===== config.mk =====
export PLATFORM = sky130hd
export DESIGN_NAME = fp32_add_seq
export DESIGN_NICKNAME = d
export VERILOG_FILES = /design/src/rtl/fpa_pkg.sv /design/src/rtl/fpa_align.sv /design/src/rtl/fpa_combine.sv /design/src/rtl/fpa_round.sv /design/src/rtl/fp32_add_seq.sv
export SDC_FILE = /design/constraint.sdc
export NUM_CORES = 1
export LEC_CHECK = 0
export BUFFER_PORTS_ARGS = -buffer_cell sky130_fd_sc_hd__buf_2
export CORE_ASPECT_RATIO = 0.7
export CORE_MARGIN = 3
export CORE_UTILIZATION = 30
export DETAILED_ROUTE_END_ITERATION = 10
export GPL_TIMING_DRIVEN = 0
export PLACE_DENSITY = 0.48
export SLEW_MARGIN = 15
export SYNTH_ARGS = -nofsm -noshare
export SYNTH_HDL_FRONTEND = slang
export SYNTH_SLANG_ARGS = --single-unit

===== constraint.sdc =====
create_clock -name clk -period 1.76 [get_ports clk]
set_input_delay 0.088 -clock clk [delete_from_list [all_inputs] [get_ports clk]]
set_output_delay 0.088 -clock clk [all_outputs]
set_load 0.005 [all_outputs]

===== src/rtl/fpa_pkg.sv =====
package fpa_pkg;
  localparam int unsigned EXP_W  = 8;
  localparam int unsigned FRAC_W = 23;
  localparam int unsigned WORD_W = 1 + EXP_W + FRAC_W;
  localparam int unsigned MAN_W  = FRAC_W + 1;
  localparam int unsigned GRS_W  = 3;
  localparam int unsigned EXT_W  = MAN_W + GRS_W;
  localparam int unsigned SUM_W  = EXT_W + 2;
  localparam int unsigned EXPI_W = EXP_W + 2;
  localparam int unsigned LZ_W   = $clog2(EXT_W + 1);

  localparam logic [EXP_W-1:0] EXP_MAX = '1;

  typedef logic [WORD_W-1:0] word_t;

  localparam word_t QNAN = {1'b0, EXP_MAX, 1'b1, {(FRAC_W-1){1'b0}}};

  function automatic logic [EXP_W-1:0] exp_of(word_t w);
    return w[WORD_W-2 -: EXP_W];
  endfunction

  function automatic logic [FRAC_W-1:0] frac_of(word_t w);
    return w[FRAC_W-1:0];
  endfunction

  function automatic logic is_nan(word_t w);
    return (exp_of(w) == EXP_MAX) && (frac_of(w) != '0);
  endfunction

  function automatic logic is_inf(word_t w);
    return (exp_of(w) == EXP_MAX) && (frac_of(w) == '0);
  endfunction

  // aligned operand pair, big = larger exponent
  typedef struct packed {
    logic             special;
    word_t            spec_word;
    logic             sign_big;
    logic             sign_small;
    logic [EXP_W-1:0] exp_big;
    logic [EXT_W-1:0] man_big;
    logic [EXT_W-1:0] man_small;
  } aln_t;

  // signed-magnitude sum before normalisation
  typedef struct packed {
    logic             special;
    word_t            spec_word;
    logic             sign;
    logic [EXP_W-1:0] exp;
    logic [EXT_W:0]   mag;
  } cmb_t;
endpackage


===== src/rtl/fpa_align.sv =====
module fpa_align
  import fpa_pkg::*;
(
  input  word_t op_a,
  input  word_t op_b,
  output aln_t  aln
);
  word_t            ops [2];
  logic [1:0]       sgn, nan, inf, zer;
  logic [EXP_W-1:0] eff [2];
  logic [MAN_W-1:0] man [2];

  assign ops[0] = op_a;
  assign ops[1] = op_b;

  // identical field decode for both operands
  for (genvar k = 0; k < 2; k++) begin : g_unpack
    assign sgn[k] = ops[k][WORD_W-1];
    assign nan[k] = is_nan(ops[k]);
    assign inf[k] = is_inf(ops[k]);
    assign zer[k] = (ops[k][WORD_W-2:0] == '0);
    // subnormal: effective exponent 1, no hidden bit
    assign eff[k] = (exp_of(ops[k]) == '0) ? EXP_W'(1) : exp_of(ops[k]);
    assign man[k] = {exp_of(ops[k]) != '0, frac_of(ops[k])};
  end

  logic               bi, si;
  logic [EXP_W-1:0]   diff, dcap;
  logic [2*EXT_W-1:0] wide;

  always_comb begin
    bi   = (eff[1] > eff[0]);
    si   = ~bi;
    diff = eff[bi] - eff[si];
    dcap = (diff > EXP_W'(EXT_W)) ? EXP_W'(EXT_W) : diff;
    // bits shifted below the window collapse into the sticky position
    wide = {man[si], {GRS_W{1'b0}}, {EXT_W{1'b0}}} >> dcap;

    aln.man_small  = wide[2*EXT_W-1:EXT_W] | EXT_W'(|wide[EXT_W-1:0]);
    aln.man_big    = {man[bi], {GRS_W{1'b0}}};
    aln.exp_big    = eff[bi];
    aln.sign_big   = sgn[bi];
    aln.sign_small = sgn[si];

    aln.special   = 1'b1;
    aln.spec_word = '0;
    if ((|nan) || ((&inf) && (sgn[0] != sgn[1]))) aln.spec_word = QNAN;
    else if (inf[0])                               aln.spec_word = op_a;
    else if (inf[1])                               aln.spec_word = op_b;
    else if (&zer)  aln.spec_word = {sgn[0] & sgn[1], {(WORD_W-1){1'b0}}};
    else                                           aln.special   = 1'b0;
  end
endmodule


===== src/rtl/fpa_combine.sv =====
module fpa_combine
  import fpa_pkg::*;
(
  input  aln_t aln,
  output cmb_t cmb
);
  logic [SUM_W-1:0] xb, xs, tb, ts, s;
  logic             neg;

  always_comb begin
    xb  = {2'b00, aln.man_big};
    xs  = {2'b00, aln.man_small};
    // negative operand enters as its two's complement
    tb  = aln.sign_big   ? (~xb + SUM_W'(1)) : xb;
    ts  = aln.sign_small ? (~xs + SUM_W'(1)) : xs;
    s   = tb + ts;
    neg = s[SUM_W-1];

    cmb.special   = aln.special;
    cmb.spec_word = aln.spec_word;
    cmb.exp       = aln.exp_big;
    cmb.sign      = neg;
    // negative total returns to sign-magnitude
    cmb.mag       = neg ? (EXT_W+1)'(~s + SUM_W'(1)) : s[EXT_W:0];
  end
endmodule


===== src/rtl/fpa_round.sv =====
module fpa_round
  import fpa_pkg::*;
(
  input  cmb_t  cmb,
  input  logic  rne,
  output word_t word
);
  logic [LZ_W-1:0]   lz;
  logic              found;
  logic [EXPI_W-1:0] e, lim, sh, fld;
  logic [EXT_W-1:0]  n;
  logic              inc;
  logic [MAN_W:0]    r;

  always_comb begin
    lz    = '0;
    found = 1'b0;
    for (int i = EXT_W - 1; i >= 0; i--) begin
      if (!found) begin
        if (cmb.mag[i]) found = 1'b1;
        else            lz    = lz + LZ_W'(1);
      end
    end

    sh  = '0;
    lim = EXPI_W'(cmb.exp) - EXPI_W'(1);
    if (cmb.mag[EXT_W]) begin
      n = {cmb.mag[EXT_W:2], |cmb.mag[1:0]};
      e = EXPI_W'(cmb.exp) + EXPI_W'(1);
    end else begin
      // never drive the exponent below 1: stop shifting and go subnormal
      sh = (EXPI_W'(lz) < lim) ? EXPI_W'(lz) : lim;
      n  = cmb.mag[EXT_W-1:0] << sh;
      e  = EXPI_W'(cmb.exp) - sh;
    end

    inc = rne & n[GRS_W-1] & ((|n[GRS_W-2:0]) | n[GRS_W]);
    r   = {1'b0, n[EXT_W-1:GRS_W]} + (MAN_W+1)'(inc);
    fld = r[MAN_W] ? (e + EXPI_W'(1)) : (r[MAN_W-1] ? e : '0);

    if (cmb.special)                   word = cmb.spec_word;
    else if (cmb.mag == '0)            word = '0;
    else if (fld >= EXPI_W'(EXP_MAX))  word = {cmb.sign, EXP_MAX, {FRAC_W{1'b0}}};
    else                               word = {cmb.sign, fld[EXP_W-1:0], r[FRAC_W-1:0]};
  end
endmodule


===== src/rtl/fp32_add_seq.sv =====
module fp32_add_seq
  import fpa_pkg::*;
(
  input  logic              clk,
  input  logic              rst_n,
  input  logic              start,
  input  logic              rnd_even,
  input  logic [WORD_W-1:0] op_a,
  input  logic [WORD_W-1:0] op_b,
  output logic [WORD_W-1:0] sum_o,
  output logic              done
);
  typedef enum logic [1:0] {ST_IDLE, ST_ALN, ST_ADD, ST_NRM} st_e;

  logic [1:0] rsync;
  logic       rst_sn;

  // asynchronous assert, synchronous release
  always_ff @(posedge clk or negedge rst_n) begin
    if (!rst_n) rsync <= '0;
    else        rsync <= {rsync[0], 1'b1};
  end
  assign rst_sn = rsync[1];

  st_e   st_q, st_d;
  logic  cap_en, aln_en, cmb_en, res_en;
  word_t opa_q, opb_q, res_d, sum_q;
  logic  rne_q, done_q;
  aln_t  aln_d, aln_q;
  cmb_t  cmb_d, cmb_q;

  assign cap_en = (st_q == ST_IDLE) && start;
  assign aln_en = (st_q == ST_ALN);
  assign cmb_en = (st_q == ST_ADD);
  assign res_en = (st_q == ST_NRM);

  always_comb begin
    st_d = st_q;
    case (st_q)
      ST_IDLE: if (start) st_d = ST_ALN;
      ST_ALN:  st_d = ST_ADD;
      ST_ADD:  st_d = ST_NRM;
      default: st_d = ST_IDLE;
    endcase
  end

  always_ff @(posedge clk or negedge rst_sn) begin
    if (!rst_sn) begin
      st_q   <= ST_IDLE;
      done_q <= 1'b0;
      sum_q  <= '0;
    end else begin
      st_q   <= st_d;
      done_q <= res_en;
      if (res_en) sum_q <= res_d;
    end
  end

  always_ff @(posedge clk) begin
    if (cap_en) begin
      opa_q <= op_a;
      opb_q <= op_b;
      rne_q <= rnd_even;
    end
    if (aln_en) aln_q <= aln_d;
    if (cmb_en) cmb_q <= cmb_d;
  end

  fpa_align   u_align   (.op_a(opa_q), .op_b(opb_q), .aln(aln_d));
  fpa_combine u_combine (.aln(aln_q), .cmb(cmb_d));
  fpa_round   u_round   (.cmb(cmb_q), .rne(rne_q), .word(res_d));

  assign sum_o = sum_q;
  assign done  = done_q;

  a_r10_done_pulse: assert property (@(posedge clk) disable iff (!rst_sn)
    done |=> !done);

  a_r10_latency: assert property (@(posedge clk) disable iff (!rst_sn)
    done |-> $past((st_q == ST_IDLE) && start, 4));

  a_r6_nan_out: assert property (@(posedge clk) disable iff (!rst_sn)
    done && (is_nan(opa_q) || is_nan(opb_q)) |-> sum_o == QNAN);

  a_r7_inf_pass: assert property (@(posedge clk) disable iff (!rst_sn)
    done && is_inf(opa_q) && (exp_of(opb_q) != EXP_MAX) |-> sum_o == opa_q);

  a_r9_cancel_zero: assert property (@(posedge clk) disable iff (!rst_sn)
    done && ((opa_q ^ opb_q) == {1'b1, {(WORD_W-1){1'b0}}}) &&
    (exp_of(opa_q) != EXP_MAX) |-> sum_o == '0);
endmodule


==> impl_metrics.yaml <==
grt:
  grt_usage_pct: 20.9
  grt_max_degree: 72
  antenna_found_initial: 2
  grt_pass1_vias: 20100
  grt_pass1_wl_mm: 121
  global_route.overflow_total: 0
routing:
  antenna_left: 0
  drc: 0
  drt_iter0_drc: 1609
  viasPerCell: 5.42
  drt_pass1_iterations: 5
  routed_wl_mm: 81.2
  routedWlPerCell_um: 21.2
  num_vias: 20700
synth:
  ys_seq_area_share_pct: 36.8
  synth_warnings: 0
  yosysTopAreaCell: "edfxtp_1"
  syn_area_mm2: 0.0212
  synth-seq-cells: 266
  synth_edf_count: 229
  synth_top_area_share_pct: 32.4
  synthFlopType: "edfxtp_1"
  post_synth.cell_area_avg_um2: 8.86
  syn_inst: 2396
  ys_types: 103
  async_reset_ff_share_pct: 13.9
  synthTopCellsByArea: "edfxtp_1, nand2_1, xnor2_1"
die:
  start_util_pct: 30.7
  rows: 80
  design.portCount: 101
  core_area_mm2: 0.0691
  die_area_mm2: 0.0740
  fp.dieH_um: 229
  die_w_um: 324
setup_path:
  r2r_end: "sum_o[10]"
  worstPathArrival_ps: 18080
  slowest_delay_ps: 510
  crit_type: "flip-flop to flip-flop"
  crit_cells: 90
  cp_num_buf_inv: 11
  critPathTopFamily: "compound AO/OA/AOI/OAI gates"
  critical_path_required_ps: 2220
  reg2regPathDepth: 90
  r2r_slack_ps: -15850
  regToRegStartpoint: "cmb_q[25]"
  crit_end: "sum_o[10]"
  critPathLaunch: "cmb_q[25]"
  startpoint_type: "flip-flop"
  cp_max_fo: 10
  critPathMostFrequentCell: "ha_1"
  end_kind: "flip-flop"
  crit_slowest_cell: "or4_4"
placement:
  place_congestion: 0.937
  dp.cells: 3421
  hpwl_mm: 59.2
  post_dp_cell_area_mm2: 0.0241
  io_buffers: 100
timing:
  post-route-min-period_ps: 17610
  fin_skew_ps: 26.1
  fin_hold_ws_ps: 78.4
  fin_ws_ps: -15850
  drv_slew: 0
  rsz0062_at_grt: "true"
  worst_pin_slew_ps: 1080
  finalHoldViolCount: 0
  setup_viol: 314
  period_share_pct: 1000
  slew_headroom_pct: 28.1
  max_freq_mhz: 56.8
final_layout:
  fin_area_mm2: 0.0310
  drive_above_1_share_pct: 35.3
  syn2layout_area_growth_pct: 46.1
  fin_cells: 3824
  layout.nets: 3045
cts:
  cts_sinks: 266
  clk_latency_ps: 600
  htreeDepth: 1
  cts_root_buffer: "clkbuf_16"
  cts-buffers-inserted: 30
  cts_tree: "yes"
  path_clk_slew_ps: 60
  ctsLongestPathBuffers: 3
flow_run:
  drv_cap: 0
outcome:
  status: "complete, but fails checks"
  violations: "negative setup slack"
hold_path:
  hp-class: "flip-flop to asynchronous set/reset pin"
cell usage in the layout, fill, tap and decap left out, types with 21 or more instances in the layout:
master,synthesis,routed
nand2_2,0,43
a21oi_1,125,76
conb_1,2,23
nand3_1,97,77
xor2_1,35,34
o21ai_1,16,29
edfxtp_1,229,229
buf_6,5,49
clkbuf_16,0,55
buf_4,2,230
nor2_1,186,150
a21oi_2,0,39
nand2_4,0,23
o21ai_0,110,71
nor3_1,55,41
mux2i_4,0,27
nor2b_1,41,36
nand2_1,364,297
dfrtp_1,37,35
dlygate4sd3_1,0,68
mux2i_1,111,69
xnor2_1,134,112
buf_2,10,100
inv_1,68,60
ha_1,78,58
xnor2_2,3,21
a21o_1,33,33
clkbuf_1,110,62
nor4_1,33,22
o21ai_2,10,29
worst min path at each step:
stage	startpoint	to	slack, ps	cells past startpoint
after floorplan	rst_n	rsync[0]	-210	0
after global placement	rst_n	rsync[1]	-130	1
after detailed placement	rst_n	rsync[0]	-120	1
after CTS	rsync[1]	st_q[1]	80	0
after global routing	rsync[1]	done	90	0
final	rsync[1]	st_q[1]	80	0
layer usage:
metal	vias to the layer above	part of all wire [%]	global-route usage, %
met2	677	40	28.6
met1	10200	51	33.0
li1	9766	-	-
met5	-	0	0
met3	72	7.8	5.17
met4	0	1.2	3.41
cells in the mapped netlist, types with 20 or more instances:
cell,number
nand2b_1,22
xor2_1,35
o21ai_0,110
nor2_1,186
clkbuf_1,110
inv_1,68
ha_1,78
mux2i_1,111
o31ai_1,31
nand3_1,97
nor3_1,55
nand4_1,20
xnor2_1,134
mux2_2,30
a21o_1,33
a21oi_1,125
a31oi_1,22
dfrtp_1,37
a211oi_1,23
or2_2,29
nand2_1,364
nor4_1,33
nor2b_1,41
edfxtp_1,229
logic make-up after synthesis:
family	Yosys count	share of synthesized area, %
AND/OR/NAND/NOR	966	21.8
multiplexers	144	7.03
AO/OA/AOI/OAI	546	17.2
XOR/XNOR	181	8.23
other	2	0.0354
flip-flops	266	36.8
buffers and inverters	208	3.97
adder cells (fa/ha/maj)	83	4.93
final cells by class:
type,count,area (um2)
inverters,72,293
fillers,6542,38100
clock inverters,16,199
well taps,902,1130
clock buffers,40,860
plain buffers,131,1400
multi-input cells,1943,15600
diodes,1,2.50
repair buffers,453,3680
flip-flops and latches,266,7800
state kept, by name (all words and copies together), names as in the netlist:
name and cells:
st_q 2, opb_q 32, opa_q 32, cmb_q 70, rsync 2, rne_q 1
sum_o 32, aln_q 94, done 1
repair_timing:
action | 4_1_cts | 5_1_grt
gates cloned | 8 | 3
gates resized for setup | 309 | 303
endpoints found under the setup margin | 318 | 318
pin swaps | 120 | 170
setup buffers | 177 | 101
hold buffers | 68 | 0
hold endpoints to repair | 69 | 0
metrics by stage:
| step | util (%) | setup TNS [ps] | worst slack [ps] |
|---|---|---|---|
| global placement | 34.8 | -888960 | -17080 |
| finish | 44.9 | -771370 | -15850 |
| global route | 44.9 | -839380 | -16660 |
| detailed placement | 34.9 | -875580 | -17050 |
| CTS | 41.7 | -765940 | -15460 |
| floorplan | - | -670290 | -14070 |
Power is left out: the tool's default activity adds up to more than one toggle a clock period on the data nets, which glitch-free logic cannot reach.
